`config.mk`:
```
export PLATFORM = sky130hd
export DESIGN_NAME = lic_countdown_timer
export DESIGN_NICKNAME = d
export VERILOG_FILES = /design/src/rtl/lct_pkg.sv /design/src/rtl/lct_prescaler.sv /design/src/rtl/lct_down_counter.sv /design/src/rtl/lct_regfile.sv /design/src/rtl/lic_countdown_timer.sv
export SDC_FILE = /design/constraint.sdc
export NUM_CORES = 1
export LEC_CHECK = 0
export BUFFER_PORTS_ARGS = -buffer_cell sky130_fd_sc_hd__clkbuf_2
export CAP_MARGIN = 10
export CORE_MARGIN = 2
export CORE_UTILIZATION = 35
export CTS_CLUSTER_SIZE = 25
export DETAILED_ROUTE_END_ITERATION = 8
export GPL_ROUTABILITY_DRIVEN = 0
export GPL_TIMING_DRIVEN = 0
export PLACE_DENSITY_LB_ADDON = 0.05
export SETUP_SLACK_MARGIN = 0.4
export SLEW_MARGIN = 20
export SYNTH_ARGS = -nofsm -noshare
export SYNTH_HDL_FRONTEND = slang
export SYNTH_SLANG_ARGS = --single-unit
```
`constraint.sdc`:
```
create_clock -name clk -period 2.7 [get_ports clk]
set_input_delay 0.135 -clock clk [delete_from_list [all_inputs] [get_ports clk]]
set_output_delay 0.135 -clock clk [all_outputs]
set_load 0.05 [all_outputs]
```
`src/rtl/lct_pkg.sv`:
```
package lct_pkg;

  localparam int CNT_W      = 32;
  localparam int VEC_W      = 8;
  localparam int DIV_CFG_W  = 4;
  localparam int SHIFT_W    = 3;
  localparam int PRE_W      = (1 << SHIFT_W) - 1;
  localparam int ADDR_W     = 2;

  localparam logic [ADDR_W-1:0] A_RELOAD = 2'd0;
  localparam logic [ADDR_W-1:0] A_LIVE   = 2'd1;
  localparam logic [ADDR_W-1:0] A_DIV    = 2'd2;
  localparam logic [ADDR_W-1:0] A_ENTRY  = 2'd3;

  localparam int MASK_BIT = 16;
  localparam int MODE_BIT = 17;

  typedef struct packed {
    logic             legal;
    logic [SHIFT_W-1:0] shift;
  } div_dec_t;

  typedef struct packed {
    logic [CNT_W-1:0] next;
    logic             expire;
  } step_t;

  function automatic div_dec_t decode_div(input logic [DIV_CFG_W-1:0] cfg);
    div_dec_t d;
    d.legal = (cfg < DIV_CFG_W'(1 << SHIFT_W));
    d.shift = cfg[SHIFT_W-1:0];
    return d;
  endfunction

  function automatic logic [PRE_W-1:0] shift_mask(input logic [SHIFT_W-1:0] sh);
    logic [PRE_W:0] one_hot;
    one_hot = (PRE_W+1)'(1) << sh;
    return PRE_W'(one_hot - 1'b1);
  endfunction

  function automatic step_t count_step(input logic [CNT_W-1:0] live,
                                       input logic [CNT_W-1:0] reload,
                                       input logic             periodic);
    step_t s;
    if (live <= CNT_W'(1)) begin
      s.expire = 1'b1;
      s.next   = periodic ? reload : '0;
    end else begin
      s.expire = 1'b0;
      s.next   = live - 1'b1;
    end
    return s;
  endfunction

endpackage

```
`src/rtl/lct_prescaler.sv`:
```
module lct_prescaler
  import lct_pkg::*;
(
  input  logic               clk,
  input  logic               rst_n,
  input  logic               ce,
  input  logic               restart,
  input  logic               run,
  input  logic [SHIFT_W-1:0] shift,
  output logic               tick
);

  logic [PRE_W-1:0] pre_q;
  logic [PRE_W-1:0] msk;

  assign msk  = shift_mask(shift);
  assign tick = ce && run && !restart && ((pre_q & msk) == msk);

  always_ff @(posedge clk) begin
    if (!rst_n) begin
      pre_q <= '0;
    end else if (restart) begin
      pre_q <= '0;
    end else if (ce && run) begin
      pre_q <= pre_q + 1'b1;
    end
  end

endmodule

```
`src/rtl/lct_down_counter.sv`:
```
module lct_down_counter
  import lct_pkg::*;
(
  input  logic             clk,
  input  logic             rst_n,
  input  logic             load_reload,
  input  logic             load_live,
  input  logic [CNT_W-1:0] wdata,
  input  logic             tick,
  input  logic             periodic,
  output logic [CNT_W-1:0] live_q,
  output logic [CNT_W-1:0] reload_q,
  output logic             expire
);

  logic  active;
  step_t step;

  assign active = (reload_q != '0) && !(!periodic && live_q == '0);
  assign step   = count_step(live_q, reload_q, periodic);
  assign expire = tick && active && !load_reload && !load_live && step.expire;

  always_ff @(posedge clk) begin
    if (!rst_n) begin
      live_q   <= '0;
      reload_q <= '0;
    end else if (load_reload) begin
      reload_q <= wdata;
      live_q   <= wdata;
    end else if (load_live) begin
      live_q   <= wdata;
    end else if (tick && active) begin
      live_q   <= step.next;
    end
  end

endmodule

```
`src/rtl/lct_regfile.sv`:
```
module lct_regfile
  import lct_pkg::*;
(
  input  logic                 clk,
  input  logic                 rst_n,
  input  logic                 reg_wr,
  input  logic                 reg_rd,
  input  logic [ADDR_W-1:0]    reg_addr,
  input  logic [CNT_W-1:0]     reg_wdata,
  input  logic [CNT_W-1:0]     live,
  input  logic [CNT_W-1:0]     reload,
  output logic [CNT_W-1:0]     reg_rdata,
  output logic                 wr_reload,
  output logic                 wr_live,
  output logic                 wr_div,
  output logic [DIV_CFG_W-1:0] div_cfg,
  output logic [VEC_W-1:0]     vec,
  output logic                 masked,
  output logic                 periodic
);

  logic             wr_entry;
  logic [CNT_W-1:0] entry_view;

  assign wr_reload = reg_wr && (reg_addr == A_RELOAD);
  assign wr_live   = reg_wr && (reg_addr == A_LIVE);
  assign wr_div    = reg_wr && (reg_addr == A_DIV);
  assign wr_entry  = reg_wr && (reg_addr == A_ENTRY);

  always_ff @(posedge clk) begin
    if (!rst_n) begin
      div_cfg  <= '0;
      vec      <= '0;
      masked   <= 1'b1;
      periodic <= 1'b0;
    end else begin
      if (wr_div) div_cfg <= reg_wdata[DIV_CFG_W-1:0];
      if (wr_entry) begin
        vec      <= reg_wdata[VEC_W-1:0];
        masked   <= reg_wdata[MASK_BIT];
        periodic <= reg_wdata[MODE_BIT];
      end
    end
  end

  always_comb begin
    entry_view                = '0;
    entry_view[VEC_W-1:0]     = vec;
    entry_view[MASK_BIT]      = masked;
    entry_view[MODE_BIT]      = periodic;
  end

  always_comb begin
    reg_rdata = '0;
    if (reg_rd) begin
      unique case (reg_addr)
        A_RELOAD: reg_rdata = reload;
        A_LIVE:   reg_rdata = live;
        A_DIV:    reg_rdata = CNT_W'(div_cfg);
        A_ENTRY:  reg_rdata = entry_view;
        default:  reg_rdata = '0;
      endcase
    end
  end

endmodule

```
`src/rtl/lic_countdown_timer.sv`:
```
module lic_countdown_timer
  import lct_pkg::*;
(
  input  logic              clk,
  input  logic              rst_n,
  input  logic              cpu_ce,
  input  logic              reg_wr,
  input  logic              reg_rd,
  input  logic [1:0]        reg_addr,
  input  logic [31:0]       reg_wdata,
  output logic [31:0]       reg_rdata,
  output logic              irq_req_valid,
  output logic [7:0]        irq_req_vector,
  output logic              div_err
);

  logic                 wr_reload, wr_live, wr_div;
  logic [DIV_CFG_W-1:0] div_cfg;
  logic [VEC_W-1:0]     vec;
  logic                 masked, periodic;
  logic [CNT_W-1:0]     live_count, reload_count;
  logic                 tick, expire;
  div_dec_t             dec;

  assign dec     = decode_div(div_cfg);
  assign div_err = !dec.legal;

  lct_regfile u_regs (
    .clk       (clk),
    .rst_n     (rst_n),
    .reg_wr    (reg_wr),
    .reg_rd    (reg_rd),
    .reg_addr  (reg_addr),
    .reg_wdata (reg_wdata),
    .live      (live_count),
    .reload    (reload_count),
    .reg_rdata (reg_rdata),
    .wr_reload (wr_reload),
    .wr_live   (wr_live),
    .wr_div    (wr_div),
    .div_cfg   (div_cfg),
    .vec       (vec),
    .masked    (masked),
    .periodic  (periodic)
  );

  lct_prescaler u_pre (
    .clk     (clk),
    .rst_n   (rst_n),
    .ce      (cpu_ce),
    .restart (wr_reload || wr_live || wr_div),
    .run     (dec.legal),
    .shift   (dec.shift),
    .tick    (tick)
  );

  lct_down_counter u_cnt (
    .clk         (clk),
    .rst_n       (rst_n),
    .load_reload (wr_reload),
    .load_live   (wr_live),
    .wdata       (reg_wdata),
    .tick        (tick),
    .periodic    (periodic),
    .live_q      (live_count),
    .reload_q    (reload_count),
    .expire      (expire)
  );

  always_ff @(posedge clk) begin
    if (!rst_n) begin
      irq_req_valid  <= 1'b0;
      irq_req_vector <= '0;
    end else begin
      irq_req_valid  <= expire && !masked;
      irq_req_vector <= (expire && !masked) ? vec : '0;
    end
  end

endmodule

```
==> run metrics <==
#FFs+latches synth 94; vias in the first global route 5675; Total GRT Usage 26.39%; net count after synthesis 753; DPL Wire Length 14960 um; status finished with violations; hold crit path type in -> reg; antenna cell count 0; leakage power total 0.002886 uW; Initial DRC Count 515; Filler cells 1599; most common cell after layout, fill and taps aside nand2_1; Fin Clk Skew 0.009549 ns; top cell type's share of synthesized area 33.81%; critical path peak fanout 6; later-pin clock latency in the skew report 0.36 ns; Crit path required time 2.91 ns; CP bufs+invs 4; TritonCTS clock tree done; multi-input gate area in the final layout 0.003641 mm^2; Seq/Total Area, Yosys 33.81%; CTS Sinks 94; largest net degree at the start of global routing 18; Syn Area/Cell 7.839 um^2; fin crit period 2.796 ns; Synth Warn # 0; metal3 WL 1587 um; Max Root-Sink Buffers 2; PD cells 564.1 mW/mm^2; global-route wire length before repair 33440 um; Post-synth EDFFs 0; reg-to-reg startpoint u_regs.div_cfg[2]; Metal-1 WL 10080 um; Worst-Margin Slew 0.9340 ns; r2r setup slk -0.1 ns; CP startpoint kind flop; initial antenna violation count 0; asr flop ratio synth 0%; Core Box Area 0.01571 mm^2; grt total ovfl 0; P&R area growth vs syn 29.25%; layout cells sized above 1 23.87%; H-tree levels 3; Synth area leader dfxtp_1; Reg2Reg Depth 12; Crit. Startpoint u_regs.div_cfg[2]; Initial Util 35.42%; most frequent cells in the layout nand2_1, dfxtp_1, clkbuf_2; Worst path max stage delay 0.58 ns; post-route clock period utilization 103.6%; post-layout util 45.78%; Detail Route Antenna Nets 0; drt pass-1 iters 8; Routed WL 21970 um; reg-to-reg endpoint u_cnt.live_q[15]; RSZ-0062 raised after global routing true; maximum vdd drop 0.0003406 V; ys flop type dfxtp_1; WL/cell 20.84 um; Worst slew margin 37.60%; die area 0.01693 mm^2; routed vias/inst 5.667; Slew Limit Fails 0; top routing layer in use met4; Routed met2 length 9577 um; Critical-path top delay cell or4b_4; mapped cell area 0.005565 mm^2; critical-path cell list buf_6 -> nor3_4 -> inv_1 -> ha_1 -> or2_4 -> o2111ai_2 -> a211o_1 -> or4b_4 -> clkbuf_16 -> clkbuf_16 -> o211ai_1 -> a31oi_1; # port buffers 79; DP Area 0.006287 mm^2; failing checks negative setup slack; DP Worst Slack -0.8429 ns; hold path start reg_wdata[23]; CP Class reg -> reg; Clock transition at path regs 0.07 ns; Area contributors post-synth dfxtp_1, mux2i_1, nand2_1, a21oi_1, nor2_1; max-cap violation count 0; Nets 876; post-route cell area 0.007193 mm^2; floorplan row count 46; clock root buffer clkbuf_16; die height 130.1 um; die span in x 130.1 um; Max Fclk 357.7 MHz; crit end category flop; # setup viols final 22; Worst Setup EP u_cnt.live_q[15]; hold buffers post-CTS 0; Crit path arrival time 3.01 ns; Synth cell types 54; # DRC 0; total power 4058 uW; io pins 81; TNS Setup -1.157 ns; via count 5973; most used cell along the critical path clkbuf_16; post-synthesis cell count 710; setup ws final -0.09596 ns; number of buffers created by CTS 9; stages on the worst setup path 12; Hold Vio Cnt, Final 0; CP top delay family simple AND/OR/NAND/NOR gates; sequential cell area 0.001883 mm^2
[synth_stat cells, types with 9 or more instances]
| master | count |
|---|---|
| and2_1 | 20 |
| nor4_1 | 15 |
| buf_2 | 9 |
| inv_1 | 9 |
| o211ai_1 | 13 |
| nor2_1 | 70 |
| a31oi_1 | 10 |
| o221a_2 | 9 |
| a21oi_1 | 56 |
| clkbuf_1 | 46 |
| xnor2_1 | 13 |
| nand3_1 | 31 |
| o21ai_0 | 27 |
| xor2_1 | 17 |
| a32oi_1 | 9 |
| mux2i_1 | 44 |
| dfxtp_1 | 94 |
| nand2_1 | 117 |
[cell families after synthesis]
kind of cell,Yosys count,synth area share [%]
buffers and inverters,69,4.991
AO/OA/AOI/OAI,150,17.58
multiplexers,49,9.735
AND/OR/NAND/NOR,314,28.26
adder cells (fa/ha/maj),4,0.8993
XOR/XNOR,30,4.721
flip-flops,94,33.81
[what timing repair did]
item	4_1_cts	5_1_grt
resized for setup	78	11
endpoints found under the setup margin	66	63
pin swaps	20	18
cloned	5	1
setup buffers	27	0
[cell type report]
type | instances | area share [%]
multi-input combinational | 548 | 50.62
sequential | 94 | 26.18
timing repair buffer | 111 | 9.636
buffer | 60 | 5.427
tap | 216 | 3.757
clock buffer | 9 | 3.131
clock inverter | 7 | 0.7827
inverter | 9 | 0.4696
[worst min-delay path, delay by kind of cell]
family	cells	cell delay [ns]
AO/OA/AOI/OAI	1	0.05
AND/OR/NAND/NOR	1	0.05
buffers and inverters	1	0.09
[state kept, by name, summed over array words and instances, names as in the netlist]
name	flops
u_cnt.live_q	32
u_regs.div_cfg	4
u_regs.masked	1
u_cnt.reload_q	32
u_pre.pre_q	7
u_regs.vec	8
u_regs.periodic	1
irq_req_vector	8
irq_req_valid	1
[power breakdown]
part	internal, uW	switching [uW]
Clock	636	635
Combinational	503	717
Sequential	1460	106
Total	2600	1460
[routing by layer]
metal,GRT usage (%),up-vias
li1,-,2800
met1,36.11,2871
met2,40.50,252
met3,5.084,50
met4,11.64,0
met5,0,-
[worst min path at each step]
stage,slack [ns],cells past startpoint,endpoint
after detailed placement,0.38,3,u_cnt.reload_q[14]
after floorplan,0.26,2,u_regs.masked
after global routing,0.02,3,u_cnt.reload_q[26]
after global placement,0.37,3,u_cnt.reload_q[22]
after CTS,0.002,3,u_cnt.reload_q[23]
final,0.002,3,u_cnt.reload_q[23]
[through the flow]
stage | hold slack (ns) | instances
6_report | 0.002397 | 1054
5_1_grt | 0.01818 | 1054
4_1_cts | 0.001622 | 1053
3_5_place_dp | 0.3803 | 1005
3_3_place_gp | 0.3728 | 1005
2_1_floorplan | 0.2590 | 710
(Power assumes the default switching activity.)
